<file path="config.mk">
export PLATFORM = sky130hd
export DESIGN_NAME = hall_sector_tracker
export DESIGN_NICKNAME = d
export VERILOG_FILES = /design/src/rtl/hall_pkg.sv /design/src/rtl/hall_deglitch.sv /design/src/rtl/hall_state_monitor.sv /design/src/rtl/hall_angle_interp.sv /design/src/rtl/hall_sector_tracker.sv
export SDC_FILE = /design/constraint.sdc
export NUM_CORES = 1
export LEC_CHECK = 0
export BUFFER_PORTS_ARGS = -buffer_cell sky130_fd_sc_hd__clkbuf_2
export CAP_MARGIN = 20
export CORE_MARGIN = 10
export CORE_UTILIZATION = 60
export CTS_BUF_LIST = sky130_fd_sc_hd__clkbuf_16
export DETAILED_ROUTE_END_ITERATION = 16
export PLACE_DENSITY = 0.81
export SKIP_LAST_GASP = 1
export SLEW_MARGIN = 10
export SYNTH_ARGS = -nofsm -noshare
export SYNTH_HDL_FRONTEND = slang
export SYNTH_HIERARCHICAL = 1
export SYNTH_SLANG_ARGS = --single-unit
</file>
<file path="constraint.sdc">
create_clock -name clk -period 3.4 [get_ports clk]
set_input_delay 0.17 -clock clk [delete_from_list [all_inputs] [get_ports clk]]
set_output_delay 0.17 -clock clk [all_outputs]
set_load 0.05 [all_outputs]
</file>
<file path="src/rtl/hall_pkg.sv">
// Shared types and helpers for the Hall position decoder.
// Assumes codes are packed {w, v, u}.
package hall_pkg;

    typedef logic [2:0] sector_t;

    typedef struct packed {
        logic    ok;
        sector_t sec;
    } decode_t;

    // Map a Hall code to its sector; ok is low for 000 and 111.
    function automatic decode_t decode_code(input logic [2:0] code);
        decode_t d;
        d.ok  = 1'b1;
        d.sec = 3'd0;
        case (code)
            3'b001: d.sec = 3'd0;
            3'b011: d.sec = 3'd1;
            3'b010: d.sec = 3'd2;
            3'b110: d.sec = 3'd3;
            3'b100: d.sec = 3'd4;
            3'b101: d.sec = 3'd5;
            default: d.ok = 1'b0;
        endcase
        return d;
    endfunction

    // Next sector in the forward sense, modulo 6.
    function automatic sector_t sec_inc(input sector_t s);
        return (s == 3'd5) ? 3'd0 : s + 3'd1;
    endfunction

    // Next sector in the reverse sense, modulo 6.
    function automatic sector_t sec_dec(input sector_t s);
        return (s == 3'd0) ? 3'd5 : s - 3'd1;
    endfunction

endpackage

</file>
<file path="src/rtl/hall_deglitch.sv">
// Synchronizes one Hall line and accepts a new level only after it has
// been stable for FILT_CYCLES clocks. Assumes FILT_CYCLES >= 2.
module hall_deglitch #(
    parameter int FILT_CYCLES = 25
) (
    input  logic clk,
    input  logic rst_n,
    input  logic din,
    output logic dout
);
    localparam int CW = $clog2(FILT_CYCLES + 1);
    localparam logic [CW-1:0] LAST = CW'(FILT_CYCLES - 1);

    logic          sync1, sync2;
    logic [CW-1:0] cnt;

    // Two-flop synchronizer against metastability.
    always_ff @(posedge clk) begin
        if (!rst_n) begin
            sync1 <= 1'b0;
            sync2 <= 1'b0;
        end else begin
            sync1 <= din;
            sync2 <= sync1;
        end
    end

    // Stability counter: take the new level once it has persisted.
    always_ff @(posedge clk) begin
        if (!rst_n) begin
            cnt  <= '0;
            dout <= 1'b0;
        end else if (sync2 == dout) begin
            cnt <= '0;
        end else if (cnt == LAST) begin
            cnt  <= '0;
            dout <= sync2;
        end else begin
            cnt <= cnt + 1'b1;
        end
    end

    // an accepted change always follows the synchronized level.
    a_r1_follows_sync: assert property (@(posedge clk) disable iff (!rst_n)
        (dout != $past(dout)) |-> ($past(sync2) == dout));

endmodule

</file>
<file path="src/rtl/hall_state_monitor.sv">
// Decodes the filtered Hall code into a sector and judges direction.
// It drives fg, rev and gate_block, and issues a restart pulse on every
// accepted sector change. Assumes the code input is already deglitched.
module hall_state_monitor
    import hall_pkg::*;
(
    input  logic        clk,
    input  logic        rst_n,
    input  logic [2:0]  code,
    input  logic        dir_rev,
    output sector_t     sector_q,
    output logic        fg,
    output logic        rev,
    output logic        gate_block,
    output logic        restart
);
    decode_t dec;
    logic    have_ref;
    logic    changed, step_fwd, step_bwd, adj_step, against;

    // Classify the incoming code against the held sector.
    always_comb begin
        dec      = decode_code(code);
        changed  = dec.ok && (!have_ref || dec.sec != sector_q);
        step_fwd = dec.ok && have_ref && (dec.sec == sec_inc(sector_q));
        step_bwd = dec.ok && have_ref && (dec.sec == sec_dec(sector_q));
        adj_step = step_fwd || step_bwd;
        against  = dir_rev ? step_fwd : step_bwd;
    end

    // Sector, tachometer and restart pulse.
    always_ff @(posedge clk) begin
        if (!rst_n) begin
            sector_q <= 3'd0;
            fg       <= 1'b0;
            have_ref <= 1'b0;
            restart  <= 1'b0;
        end else begin
            restart <= changed;
            if (dec.ok) begin
                sector_q <= dec.sec;
                fg       <= dec.sec[0];
                have_ref <= 1'b1;
            end
        end
    end

    // Reverse flag: only one-sector steps are judged.
    always_ff @(posedge clk) begin
        if (!rst_n)        rev <= 1'b0;
        else if (adj_step) rev <= against;
    end

    // Gate-block request for the two illegal codes.
    always_ff @(posedge clk) begin
        if (!rst_n) gate_block <= 1'b1;
        else        gate_block <= !dec.ok;
    end

    // the reported sector is always a legal number.
    a_r2_sector_legal: assert property (@(posedge clk) disable iff (!rst_n)
        sector_q < 3'd6);

    // an illegal code yields a block request on the next cycle.
    a_r3_bad_code_blocks: assert property (@(posedge clk) disable iff (!rst_n)
        (code == 3'b000 || code == 3'b111) |=> gate_block);

    // while blocked the sector holds.
    a_r3_sector_holds: assert property (@(posedge clk) disable iff (!rst_n)
        (code == 3'b000 || code == 3'b111) |=> $stable(sector_q));

    // rev can only rise after a one-sector step.
    a_r6_rev_needs_step: assert property (@(posedge clk) disable iff (!rst_n)
        $rose(rev) |-> $past(adj_step));

endmodule

</file>
<file path="src/rtl/hall_angle_interp.sv">
// Measures each sector's length in clocks and interpolates a fraction
// within the following sector from that length. Assumes the period is
// at least 2^FRAC_W clocks for exact steps; shorter periods lag.
module hall_angle_interp #(
    parameter int PER_W  = 20,
    parameter int FRAC_W = 6
) (
    input  logic              clk,
    input  logic              rst_n,
    input  logic              restart,
    output logic [FRAC_W-1:0] frac_q
);
    localparam int AW = PER_W + 2;
    localparam logic [PER_W-1:0]  CNT_MAX  = '1;
    localparam logic [FRAC_W-1:0] FRAC_MAX = '1;
    localparam logic [AW-1:0]     STEP     = AW'(1) << FRAC_W;

    logic [PER_W-1:0] cnt, period_q;
    logic [AW-1:0]    acc, acc_sum;
    logic             carry;

    // Accumulator sum and carry toward the next fraction step.
    always_comb begin
        acc_sum = acc + STEP;
        carry   = (period_q != '0) && (acc_sum >= AW'(period_q));
    end

    // Sector timer and period capture.
    always_ff @(posedge clk) begin
        if (!rst_n) begin
            cnt      <= '0;
            period_q <= '0;
        end else if (restart) begin
            period_q <= (cnt == CNT_MAX) ? CNT_MAX : cnt + 1'b1;
            cnt      <= '0;
        end else if (cnt != CNT_MAX) begin
            cnt <= cnt + 1'b1;
        end
    end

    // Fraction accumulator, saturating at its top value.
    always_ff @(posedge clk) begin
        if (!rst_n || restart) begin
            acc    <= '0;
            frac_q <= '0;
        end else if (period_q != '0) begin
            if (carry) begin
                acc <= acc_sum - AW'(period_q);
                if (frac_q != FRAC_MAX) frac_q <= frac_q + 1'b1;
            end else begin
                acc <= acc_sum;
            end
        end
    end

    // within a sector the fraction never decreases.
    a_r7_frac_monotonic: assert property (@(posedge clk) disable iff (!rst_n)
        !restart |=> frac_q >= $past(frac_q));

    // a restart clears the fraction.
    a_r7_frac_cleared: assert property (@(posedge clk) disable iff (!rst_n)
        restart |=> frac_q == '0);

endmodule

</file>
<file path="src/rtl/hall_sector_tracker.sv">
// Top level: three deglitched Hall lines feed the sector monitor and the
// angle interpolator. Assumes raw Hall inputs are asynchronous.
module hall_sector_tracker #(
    parameter int FILT_CYCLES = 25,
    parameter int PER_W       = 20,
    parameter int FRAC_W      = 6
) (
    input  logic              clk,
    input  logic              rst_n,
    input  logic              hall_u,
    input  logic              hall_v,
    input  logic              hall_w,
    input  logic              dir_rev,
    output logic [2:0]        sector,
    output logic [FRAC_W+2:0] angle,
    output logic              fg,
    output logic              rev,
    output logic              gate_block
);
    localparam int LINES = 3;

    logic [LINES-1:0]  raw, clean;
    logic              restart;
    logic [FRAC_W-1:0] frac;

    assign raw = {hall_w, hall_v, hall_u};

    // One deglitch filter per Hall line.
    for (genvar i = 0; i < LINES; i++) begin : g_filt
        hall_deglitch #(.FILT_CYCLES(FILT_CYCLES)) u_filt (
            .clk  (clk),
            .rst_n(rst_n),
            .din  (raw[i]),
            .dout (clean[i])
        );
    end

    hall_state_monitor u_mon (
        .clk       (clk),
        .rst_n     (rst_n),
        .code      (clean),
        .dir_rev   (dir_rev),
        .sector_q  (sector),
        .fg        (fg),
        .rev       (rev),
        .gate_block(gate_block),
        .restart   (restart)
    );

    hall_angle_interp #(.PER_W(PER_W), .FRAC_W(FRAC_W)) u_interp (
        .clk    (clk),
        .rst_n  (rst_n),
        .restart(restart),
        .frac_q (frac)
    );

    assign angle = {sector, frac};

endmodule

</file>
==> flow_results.org <==
** Worst setup path
- Library cell contributing the largest single delay on the critical path :: sky130_fd_sc_hd__dfxtp_1
- STA puts the critical path data arrival time at 3.55 ns.
- Source of the worst register-to-register timing path :: u_interp/acc[11]$_SDFFE_PP0P_
- CP max stage delay :: 0.47 ns
- Category of the critical setup timing path :: flip-flop to flip-flop
- The number of buffers and inverters on the critical path is 1.
- Cell-by-cell trace of the critical path :: nand3_4, nand2b_1, xnor2_2, ha_2, a21oi_2, o21ai_0, a221oi_2, nand4_2, or2_4, buf_4, nor3_1, a21oi_1, o32ai_1
- Req. time, crit path :: 3.64 ns
- Largest delay contributor family on the critical path :: simple AND/OR/NAND/NOR gates
- Worst setup path startpoint :: u_interp/acc[11]$_SDFFE_PP0P_
- The worst setup path is captured at a flip-flop.
- STA classifies the critical path startpoint as a flip-flop.
- Highest fanout seen on the critical path :: 8

** Worst hold path
- The startpoint identified for the worst hold timing path is hall_v.
- The path class of the tightest hold or removal check is input pin to flip-flop.

** Logic synthesis
- Commonest cells in the netlist :: 104 x sky130_fd_sc_hd__nor2_1, 99 x sky130_fd_sc_hd__dfxtp_1, 52 x sky130_fd_sc_hd__a21oi_1
- Adder and majority gate portion of the synthesized area :: 6.406%
- Most used standard cell by instance count after synthesis :: sky130_fd_sc_hd__nor2_1
- Area fraction in and, or, nand and nor cells after synthesis :: 25.27%
- The largest total area in the synthesized netlist belongs to sky130_fd_sc_hd__dfxtp_1.
- The most used flip-flop cell after synthesis is sky130_fd_sc_hd__dfxtp_1.
- Number of distinct library cells after synthesis :: 72
- The synthesized netlist devotes 17.69% of its cell area to compound gates.
- The top cell type by area accounts for 33.16% of the synthesized area.
- Dominant combinational cell family by area after synthesis :: simple AND/OR/NAND/NOR gates
- Synthesis produced a netlist whose cell count is 731.
- After synthesis, the share of flip-flops with an asynchronous set or reset is 0%.
- Post-synthesis xor/xnor area fraction :: 9.064%
- Number of synthesis warnings :: 6
- The mapped netlist covers 5977 µm².
- Cells taking the most area after synthesis :: sky130_fd_sc_hd__dfxtp_1 33%, sky130_fd_sc_hd__nor2_1 6.5%, sky130_fd_sc_hd__ha_1 6.1%
- When the netlist entered floorplanning its net count stood at 767.
- For this run, the register share of the synthesized area comes to 33.16%.
- Flop and latch count out of synthesis :: 99
- Number of enable-type register cells in the synthesized netlist :: 0
- Mux share of post-synthesis cell area :: 2.533%
- After synthesis, the mean cell area works out to 8.176 µm².

** Timing
- Max Clk Rate :: 301.9 MHz
- Final critical delay including setup and external delays :: 3.312 ns
- Final critical-path share of the clock period :: 97.41%
- The total count of hold-check failures in the final report is 0.
- Setup violations remaining at the end of the flow were counted as 0.
- At the pin with the least slew margin, the transition time is 1.073 ns.
- Relative slew margins :: 28.45%
- Final max-slew violation count :: 0
- Across all setup checks in the final design, the least slack found is 0.08802 ns.
- The clock arrives with 0.009704 ns of skew.

** Power
- VDD sags by at most 0.3690 mV.
- PwrDens :: 323.7 nW/µm²
- The analysis attributes to cell leakage a power of 2.629 nW.
- Tot Pwr :: 0.002155 W

** Layout
- Relative to the synthesized area, the layout overhead comes to 11.37%.
- Measured on the finished design, the core utilization comes to 68.42%.
- The net count of the finished layout is 789.
- Share of layout cells above drive strength 1 :: 15.72%
- The number of antenna diodes in the final layout is 0.

** Floorplan
- Die height :: 119.8 µm
- The die covers 14350 µm².
- The floorplan step set the die width to 119.8 µm.
- The core region is 9729 µm².
- The initial utilization of the core area, before any placement, comes to 61.43%.
- Top-level I/O count :: 21
- Row generation in the floorplan step produced 36 rows.

** Clock tree
- Clock tree from TritonCTS :: done
- At the later pin of the worst-skew pair, clock insertion delay measures 0.35 ns.
- Clock-pin slew was measured on the worst setup and hold paths at 0.07 ns.
- Buffers inserted to repair hold after CTS numbered 0.
- Clock root cell :: sky130_fd_sc_hd__clkbuf_16
- Counting the buffers created by CTS gives 9.
- In this run the number of H-tree levels came out at 3.
- CTS saw 99 sinks.
- The longest clock path from root to sink contains 2 buffers.

** Placed design
- The congestion estimate from routability-driven global placement came to 0.9981.
- PortBufs :: 20
- Half-perimeter wire length of the detailed placement result :: 10470 µm
- Prior to clock tree synthesis, the placed netlist has a worst setup slack of 0.01646 ns.

** Detailed routing
- Number of antenna-violating nets in the routed design :: 0
- Per-cell via count in the routed design :: 5.951
- Dividing the detail-routed wire length by the instance count gives 16.16 µm.
- Drt total wl :: 14380 µm
- The first detailed-routing pass took 6 iterations.
- Number of design rule violations left after detail routing :: 0
- Routed vias :: 5296
- Number of DRC markers after the initial detailed-route iteration :: 438

** Status
- The flow ran to the end, and the final reports show no timing, DRC or antenna violations.

** GRT
- The via count of the first global-routing pass is 5054.
- Global routing consumed, over all layers together, 19.86% of the routing resources.
- The first global-routing pass estimated 23830 µm of wire.
- The initial antenna violation count came to 0.
- Maximum number of pins on one net before global-route repair :: 36
- Global-route congestion overflow total :: 0

** Run
- The tool flagged a number of max-cap violations equal to 0.
flip-flops by register name, indices dropped and copies added, names as in the netlist, 6 cells and up:
register / cells
u_interp/acc: 22
u_interp/cnt: 20
u_interp/period_q: 20
u_interp/frac_q: 6
g_filt.u_filt/cnt: 15
report_power, final:
part / total [W] / internal, W / switching (W) / leakage (nW)
Sequential: 0.00117 / 0.00117 / 0.00000646 / 0.802
Combinational: 0.0000453 / 0.0000149 / 0.0000304 / 1.69
Clock: 0.000936 / 0.000494 / 0.000442 / 0.135
path summary, 6_finish.rpt:
kind | depth (start not counted) | endpoint | slack (ns)
worst max-delay path | 13 | u_interp/acc[9]$_SDFFE_PP0P_ | 0.09
worst min-delay path | 2 | g_filt[1].u_filt/sync1$_SDFF_PN0_ | 0.02
worst max register to register | 13 | u_interp/acc[9]$_SDFFE_PP0P_ | 0.09
worst min register to register | 1 | g_filt[0].u_filt/sync2$_SDFF_PN0_ | 0.44
layer usage:
metal	up-vias	global-route usage (%)	share of wire, %
li1	2590	-	-
met1	2510	24.63	43
met2	172	33.05	49
met3	24	5.110	6.2
met4	0	6.184	1.7
met5	-	0	0
final cells by class:
type	count	area, µm²
Inverter	43	161.4
Timing Repair Buffer	44	292.8
Multi-Input combinational cell	556	3781
Clock buffer	9	225.2
Sequential cell	99	1988
Fill cell	828	3073
Tap cell	133	166.4
Clock inverter	6	41.29
worst reg2reg max path, stage by stage (launching register included):
cell and delay [ns]:
sky130_fd_sc_hd__dfxtp_1 0.47, sky130_fd_sc_hd__nand3_4 0.17, sky130_fd_sc_hd__nand2b_1 0.24, sky130_fd_sc_hd__xnor2_2 0.23, sky130_fd_sc_hd__ha_2 0.37, sky130_fd_sc_hd__a21oi_2 0.17
sky130_fd_sc_hd__o21ai_0 0.12, sky130_fd_sc_hd__a221oi_2 0.29, sky130_fd_sc_hd__nand4_2 0.18, sky130_fd_sc_hd__or2_4 0.29, sky130_fd_sc_hd__buf_4 0.18, sky130_fd_sc_hd__nor3_1 0.18
sky130_fd_sc_hd__a21oi_1 0.07, sky130_fd_sc_hd__o32ai_1 0.24
cell usage in the layout, fill, tap and decap left out, drive strengths merged, types with 3 or more instances in the layout:
master,instances
a31oi,8
and4,5
nand2b,9
xor2,21
o31ai,5
a21oi,54
ha,29
nor3,12
or3,4
nor4,8
buf,24
inv,46
nand3,35
xnor2,40
mux2i,14
and2,13
o21a,3
nor3b,3
nand2,51
nand4,13
nor2b,8
a221oi,3
a211oi,24
o211ai,5
nand4b,3
clkbuf,29
o21ai,33
a22oi,3
a21o,7
and3,8
nor2,106
or2,6
dfxtp,99
through the flow:
step | instance area, µm² | setup TNS, ns | hold WS [ns] | instances
global placement | 6238 | 0 | 0.3785 | 874
floorplan | 5977 | 0 | 0.2524 | 731
CTS | 6507 | 0 | 0.01445 | 889
finish | 6656 | 0 | 0.02162 | 890
detailed placement | 6238 | 0 | 0.3807 | 874
global route | 6656 | -0.1798 | 0.02019 | 890
what timing repair did:
| item | in CTS | in global routing |
|---|---|---|
| pin swaps | 0 | 5 |
| resized for setup | 1 | 30 |
| setup endpoints to repair | 2 | 28 |
| setup buffers | 0 | 1 |
cells by family (layout without fill, tap and decap cells):
kind of cell	after synthesis	in the layout
AND/OR/NAND/NOR	287	287
AO/OA/AOI/OAI	163	163
flip-flops	99	99
buffers and inverters	76	102
XOR/XNOR	61	61
adder cells (fa/ha/maj)	30	30
multiplexers	15	15
No activity file was read; power rests on OpenSTA's default activity.
